--- config.mk ---
export PLATFORM = sky130hd
export DESIGN_NAME = cfg_port
export DESIGN_NICKNAME = d
export VERILOG_FILES = /design/src/rtl/cfg_port_pkg.sv /design/src/rtl/cfg_port_swap.sv /design/src/rtl/cfg_port_route.sv /design/src/rtl/cfg_port.sv
export SDC_FILE = /design/constraint.sdc
export NUM_CORES = 1
export LEC_CHECK = 0
export CAP_MARGIN = 20
export CORE_MARGIN = 2
export CORE_UTILIZATION = 30
export DETAILED_ROUTE_END_ITERATION = 10
export GPL_ROUTABILITY_DRIVEN = 0
export SLEW_MARGIN = 0
export SYNTH_ARGS = -nofsm -noshare
export SYNTH_HDL_FRONTEND = slang
export SYNTH_HIERARCHICAL = 1
export SYNTH_SLANG_ARGS = --single-unit
--- constraint.sdc ---
create_clock -name clk -period 3.2 [get_ports clk]
set_clock_uncertainty 0.05 [all_clocks]
set_input_delay 0.32 -clock clk [delete_from_list [all_inputs] [get_ports clk]]
set_output_delay 0.32 -clock clk [all_outputs]
set_load 0.01 [all_outputs]
--- src/rtl/cfg_port_pkg.sv ---
package cfg_port_pkg;
    localparam int unsigned CFG_W = 32;
    localparam int unsigned SEL_W = 2;

    localparam logic [CFG_W-1:0] ADDR_KEEP   = 32'h80FF_FFFC;
    localparam logic [CFG_W-1:0] CMD_KEEP    = 32'h0401_FC0F;
    localparam logic [CFG_W-1:0] CMD_RESET   = 32'h0001_0001;
    localparam logic [CFG_W-1:0] ROUTE_FIELD = 32'h00FF_F800;
    localparam logic [CFG_W-1:0] ABORT_WORD  = 32'hFFFF_FFFF;

    typedef enum logic [SEL_W-1:0] {
        SEL_ADDR = 2'd0,
        SEL_DATA = 2'd1,
        SEL_CMD  = 2'd2,
        SEL_NONE = 2'd3
    } sel_e;

    typedef enum logic {
        PH_IDLE = 1'b0,
        PH_WAIT = 1'b1
    } phase_e;

    typedef struct packed {
        phase_e           phase;
        logic [CFG_W-1:0] addr;
        logic [CFG_W-1:0] cmd;
        logic             strobe;
        logic             write;
        logic [CFG_W-1:0] wdata;
        logic [CFG_W-1:0] rdata;
        logic             rvalid;
    } port_state_t;
endpackage

--- src/rtl/cfg_port_swap.sv ---
module cfg_port_swap #(
    parameter int unsigned LANES = 4
) (
    input  logic               en,
    input  logic [LANES*8-1:0] din,
    output logic [LANES*8-1:0] dout
);
    logic [LANES*8-1:0] reversed;

    for (genvar i = 0; i < LANES; i++) begin : g_lane
        assign reversed[i*8 +: 8] = din[(LANES-1-i)*8 +: 8];
    end

    assign dout = en ? reversed : din;
endmodule

--- src/rtl/cfg_port_route.sv ---
module cfg_port_route
    import cfg_port_pkg::*;
(
    input  logic [CFG_W-1:0] addr,
    input  logic [CFG_W-1:0] cmd,
    output logic             enable,
    output logic             swap
);
    assign enable = addr[CFG_W-1];
    assign swap   = !cmd[0] && (|(addr & ROUTE_FIELD));
endmodule

--- src/rtl/cfg_port.sv ---
module cfg_port
    import cfg_port_pkg::*;
(
    input  logic             clk,
    input  logic             rst_n,
    input  logic [SEL_W-1:0] cpu_sel,
    input  logic             cpu_wr,
    input  logic             cpu_rd,
    input  logic [CFG_W-1:0] cpu_wdata,
    output logic [CFG_W-1:0] cpu_rdata,
    output logic             cpu_rvalid,
    output logic             bus_strobe,
    output logic             bus_write,
    output logic [CFG_W-1:0] bus_addr,
    output logic [CFG_W-1:0] bus_wdata,
    input  logic             bus_ack,
    input  logic [CFG_W-1:0] bus_rdata
);
    localparam int unsigned LANES = CFG_W / 8;

    port_state_t st_d, st_q;
    logic        route_en, route_swap;
    logic [CFG_W-1:0] wr_word, rd_word;

    cfg_port_route u_route (
        .addr   (st_q.addr),
        .cmd    (st_q.cmd),
        .enable (route_en),
        .swap   (route_swap)
    );

    cfg_port_swap #(.LANES(LANES)) u_swap_wr (
        .en   (route_swap),
        .din  (cpu_wdata),
        .dout (wr_word)
    );

    cfg_port_swap #(.LANES(LANES)) u_swap_rd (
        .en   (route_swap),
        .din  (bus_rdata),
        .dout (rd_word)
    );

    always_comb begin
        st_d        = st_q;
        st_d.strobe = 1'b0;
        st_d.rvalid = 1'b0;
        unique case (st_q.phase)
            PH_IDLE: begin
                if (cpu_wr) begin
                    case (sel_e'(cpu_sel))
                        SEL_ADDR: st_d.addr = cpu_wdata & ADDR_KEEP;
                        SEL_CMD:  st_d.cmd  = cpu_wdata & CMD_KEEP;
                        SEL_DATA: begin
                            if (route_en) begin
                                st_d.strobe = 1'b1;
                                st_d.write  = 1'b1;
                                st_d.wdata  = wr_word;
                            end
                        end
                        default: ;
                    endcase
                end else if (cpu_rd) begin
                    st_d.rvalid = 1'b1;
                    case (sel_e'(cpu_sel))
                        SEL_ADDR: st_d.rdata = st_q.addr;
                        SEL_CMD:  st_d.rdata = st_q.cmd;
                        SEL_DATA: begin
                            if (route_en) begin
                                st_d.rvalid = 1'b0;
                                st_d.strobe = 1'b1;
                                st_d.write  = 1'b0;
                                st_d.phase  = PH_WAIT;
                            end else begin
                                st_d.rdata = ABORT_WORD;
                            end
                        end
                        default: st_d.rdata = '0;
                    endcase
                end
            end
            PH_WAIT: begin
                if (bus_ack) begin
                    st_d.rvalid = 1'b1;
                    st_d.rdata  = rd_word;
                    st_d.phase  = PH_IDLE;
                end
            end
            default: st_d.phase = PH_IDLE;
        endcase
    end

    always_ff @(posedge clk) begin
        if (!rst_n) begin
            st_q        <= '0;
            st_q.phase  <= PH_IDLE;
            st_q.cmd    <= CMD_RESET;
        end else begin
            st_q <= st_d;
        end
    end

    assign cpu_rdata  = st_q.rdata;
    assign cpu_rvalid = st_q.rvalid;
    assign bus_strobe = st_q.strobe;
    assign bus_write  = st_q.write;
    assign bus_addr   = st_q.addr;
    assign bus_wdata  = st_q.wdata;

    // stored address never holds a masked-off bit
    assert_addr_masked_R1: assert property (@(posedge clk) disable iff (!rst_n)
        (bus_addr & ~ADDR_KEEP) == '0);

    // a request strobe never lasts two cycles
    assert_strobe_single_R3: assert property (@(posedge clk) disable iff (!rst_n)
        bus_strobe |=> !bus_strobe);

    // a data write with the enable clear issues nothing
    assert_write_gated_R4: assert property (@(posedge clk) disable iff (!rst_n)
        (st_q.phase == PH_IDLE && cpu_wr && cpu_sel == SEL_DATA && !bus_addr[CFG_W-1])
        |=> !bus_strobe);

    // a data read with the enable clear completes at once with all ones
    assert_read_abort_R5: assert property (@(posedge clk) disable iff (!rst_n)
        (st_q.phase == PH_IDLE && !cpu_wr && cpu_rd && cpu_sel == SEL_DATA
         && !bus_addr[CFG_W-1])
        |=> (cpu_rvalid && !bus_strobe && cpu_rdata == ABORT_WORD));

    // an acknowledge while waiting completes the read next cycle
    assert_ack_completes_R6: assert property (@(posedge clk) disable iff (!rst_n)
        (st_q.phase == PH_WAIT && bus_ack) |=> cpu_rvalid);

    // the address register is frozen while a read waits
    assert_wait_frozen_R9: assert property (@(posedge clk) disable iff (!rst_n)
        (st_q.phase == PH_WAIT) |=> $stable(bus_addr));
endmodule

==> metrics.log <==
[metrics] via count: 4867
[metrics] clk slew on worst S/H paths: ~0.070 ns
[metrics] first-pass GRT wire length: 27900 microns
[metrics] hold violation total from the final report: 0
[metrics] number of slew-limit violations in the final report: 0
[metrics] via/cell ratio: 4.90
[metrics] Crit path largest cell delay: 0.48 ns
[metrics] total buffers and inverters traversed by the critical path: 1
[metrics] Max Cap Violations: 0
[metrics] number of instances on the worst hold path: 2
[metrics] category of cells accounting for the largest share of critical-path delay: simple AND/OR/NAND/NOR gates
[metrics] summed negative setup slack over all endpoints: 0 ns
[metrics] area of the die: approximately 22000 sq um
[metrics] cells along the critical path: nor4_1 > a41oi_4 > buf_12 > mux2_4 > and3_1 > o221a_2
[metrics] CTS H-tree lvls: 3
[metrics] number of input and output port buffers inserted: 160
[metrics] synthesized netlist cell count: 682
[metrics] total number of yosys warnings: 6
[metrics] Required @ worst endpoint: between 3 and 4 ns
[metrics] Setup violations, final: 0
[metrics] Routed Antenna Nets: 0
[metrics] Initial Utilization: 0.306
[metrics] dominant cell type by area after synthesis: sky130_fd_sc_hd__dfxtp_1
[metrics] number of antenna violations at the first check in global routing: 0
[metrics] post-detailed-routing wire length: 18500 microns
[metrics] worst-skew pair later-pin latency: approximately 0.34 ns
[metrics] FF-to-FF path depth: 6
[metrics] nets: around 790
[metrics] startpoint of the worst setup timing path: bus_addr[20]
[metrics] count of unique library cells instantiated by Yosys: between 40 and 50
[metrics] Gates resized, CTS repair: 0
[metrics] capturing element of the worst setup path: cpu_rdata[30]
[metrics] Cell Rows: 52
[metrics] Power per Cell Area: 404 nW/um^2
[metrics] clock tree buffer depth: 2
[metrics] final std cell area, no fill: roughly 7500 sq um
[metrics] pin count of the biggest net entering global routing: 74
[metrics] fraction of synthesis flops using an asynchronous set or reset pin: 0
[metrics] Crit Reg-Reg Startpoint: bus_addr[20]
[metrics] share of final-layout standard cells stronger than drive strength 1: 0.151
[metrics] Pre-antenna DRT Iters: 4
[metrics] global router's overall resource usage: 0.165
[metrics] leading cell type by number of instances after synthesis: sky130_fd_sc_hd__dfxtp_1
[metrics] post-cts hold buffer count: 0
[metrics] data arrival time of the critical path: 2.45 ns
[metrics] number of register bits inferred by synthesis: 103
[metrics] Setup CP Type: flip-flop to flip-flop
[metrics] 1st-iter DRT viols: roughly 300
[metrics] Die Width: roughly 150 microns
[metrics] worst vdd rail ir drop: 0.000235 V
[metrics] die span in y: 147 microns
[metrics] leading cell types by total area after synthesis: sky130_fd_sc_hd__dfxtp_1 (33%), sky130_fd_sc_hd__mux2_4 (15%), sky130_fd_sc_hd__buf_4 (12%)
[metrics] P_leak: 2.60 nW
[metrics] number of diodes added for antenna fixing: 0
[metrics] final critical-path required period: around 2.3 ns
[metrics] cts bufs inserted: 9
[metrics] Critical Path End Type: flip-flop
[metrics] sequential cell area fraction in the yosys report: 0.335
[metrics] syn_area_per_cell: 9.04 sq um
[metrics] most common flop cell mapped by yosys: sky130_fd_sc_hd__dfxtp_1
[metrics] headroom to the max-slew limit: 0.339
[metrics] Remaining DRCs: 0
[metrics] clock sink count: 103
[metrics] clock root buffer: sky130_fd_sc_hd__clkbuf_16
[metrics] Highest Clock Rate: 441 MHz
[metrics] number of setup buffers added after CTS: 0
[metrics] leftover overflow at the end of global routing: 0
[metrics] clock tree from TritonCTS: yes
[metrics] peak fanout along the critical path: 64
[metrics] post-DR wirelength/cell: approximately 19 microns
[metrics] Boundary Pins: 170
[metrics] number of enable-type register cells in the synthesized netlist: 0
[metrics] half-perimeter wire length after placement: 13300 microns
[metrics] setup slack of the worst register-to-register path: roughly 0.93 ns
[metrics] R2R Path End: cpu_rdata[30]
[metrics] cell with the biggest individual delay on the critical path: sky130_fd_sc_hd__nor4_1
[metrics] post-place instance area: 7170 sq um
[metrics] number of global-route vias before repair: 4816
[metrics] summed instance area of the synthesized netlist: 6160 sq um
[metrics] Synth-to-Final Area Change: 21.0%
[metrics] slew at the pin with the worst max-slew slack: 0.991 ns
[metrics] Tightest Hold Check Type: flip-flop to flip-flop
[metrics] critical path depth: 6
[metrics] final clock period utilization by the worst path: 0.709
[metrics] status: finished clean
[metrics] top cells by instance count after synthesis: sky130_fd_sc_hd__dfxtp_1 (103), sky130_fd_sc_hd__buf_4 (102), sky130_fd_sc_hd__nand2_1 (71)
[metrics] area share of the leading cell type in the synthesized netlist: 0.335
[metrics] setup repair after global routing missed its margin: no
[metrics] nature of the critical path startpoint: flip-flop
[metrics] Core Area: 20200 sq um
## registers in the layout, indices dropped and copies added, names as in the netlist
name	flops
st_q	13
bus_wdata	32
bus_strobe	1
bus_addr	23
cpu_rvalid	1
bus_write	1
cpu_rdata	32
## kinds of logic after synthesis
| logic type | count (synthesis) | share of synthesized area |
|---|---|---|
| DFF | 103 | 0.335 |
| buffers and inverters | 179 | 0.197 |
| and+or+nand+nor | 149 | 0.121 |
| muxes | 64 | 0.154 |
| AOI/OAI and AO/OA | 186 | 0.193 |
| other | 1 | 0.000609 |
## worst min-delay path: stages, from the launching register on
cell and delay (ns):
sky130_fd_sc_hd__dfxtp_1 0.31, sky130_fd_sc_hd__inv_1 0.04, sky130_fd_sc_hd__a221oi_1 0.06
## layout by cell type, fill, tap and decap left out, types with 2 or more instances in the layout
master	count
sky130_fd_sc_hd__clkdlybuf4s50_1	160
sky130_fd_sc_hd__dfxtp_1	103
sky130_fd_sc_hd__nand2_1	71
sky130_fd_sc_hd__a21oi_1	67
sky130_fd_sc_hd__mux2_4	60
sky130_fd_sc_hd__o21ai_0	56
sky130_fd_sc_hd__nand3_1	34
sky130_fd_sc_hd__inv_1	25
sky130_fd_sc_hd__a221oi_1	17
sky130_fd_sc_hd__nor2_1	15
sky130_fd_sc_hd__o22ai_1	14
sky130_fd_sc_hd__buf_4	11
sky130_fd_sc_hd__a2bb2oi_1	9
sky130_fd_sc_hd__conb_1	9
sky130_fd_sc_hd__clkbuf_16	9
sky130_fd_sc_hd__a211oi_1	7
sky130_fd_sc_hd__a221oi_2	6
sky130_fd_sc_hd__and3_1	6
sky130_fd_sc_hd__nor4_1	5
sky130_fd_sc_hd__o221a_1	5
sky130_fd_sc_hd__mux2_2	4
sky130_fd_sc_hd__nor2b_1	3
sky130_fd_sc_hd__nor4b_4	2
sky130_fd_sc_hd__nand4bb_1	2
sky130_fd_sc_hd__clkinvlp_4	2
sky130_fd_sc_hd__buf_12	2
## metal layers
layer / up-vias / wire (microns) / track usage
li1: 2360 / - / -
met1: 2371 / 8260 / 0.211
met2: 116 / 8950 / 0.280
met3: 20 / 954 / 0.0366
met4: 0 / 321 / 0.0481
met5: - / 0 / 0
## through the flow
step | power, mW | setup slack, ns | std cells | hold WS, ns | utilization
final | 3.01 | 0.932 | 994 | 0.415 | 0.370
after global routing | 3.14 | 0.767 | 994 | 0.432 | 0.370
after CTS | 3.04 | 0.935 | 994 | 0.415 | 0.370
after detailed placement | 1.93 | 0.641 | 980 | 0.406 | 0.355
after global placement | 1.93 | 0.667 | 980 | 0.400 | 0.355
after floorplan | 1.74 | 1.27 | 690 | 0.387 | -
## area by class of cell
| cell class | instances | area, sq um |
|---|---|---|
| well taps | 270 | 338 |
| inverters | 26 | 97.6 |
| clock inverters | 3 | 45.0 |
| repair buffers | 173 | 1720 |
| fillers | 2071 | 12700 |
| flip-flops and latches | 103 | 2060 |
| clock buffers | 11 | 243 |
| multi-input cells | 408 | 2950 |
## power breakdown
| part | switching (mW) | internal, mW |
|---|---|---|
| combinational | 0.246 | 0.296 |
| clock | 0.490 | 0.621 |
| sequential | 0.0363 | 1.32 |
## how the worst min path moves through the flow
stage / end / startpoint / slack (ns)
2_1_floorplan: st_q[69] / st_q[69] / 0.39
3_3_place_gp: st_q[70] / st_q[70] / 0.40
3_5_place_dp: st_q[82] / st_q[82] / 0.41
4_1_cts: st_q[82] / st_q[82] / 0.42
5_1_grt: cpu_rdata[14] / cpu_rdata[14] / 0.43
6_report: cpu_rdata[14] / cpu_rdata[14] / 0.41
Power figures use the tool's default switching activity.
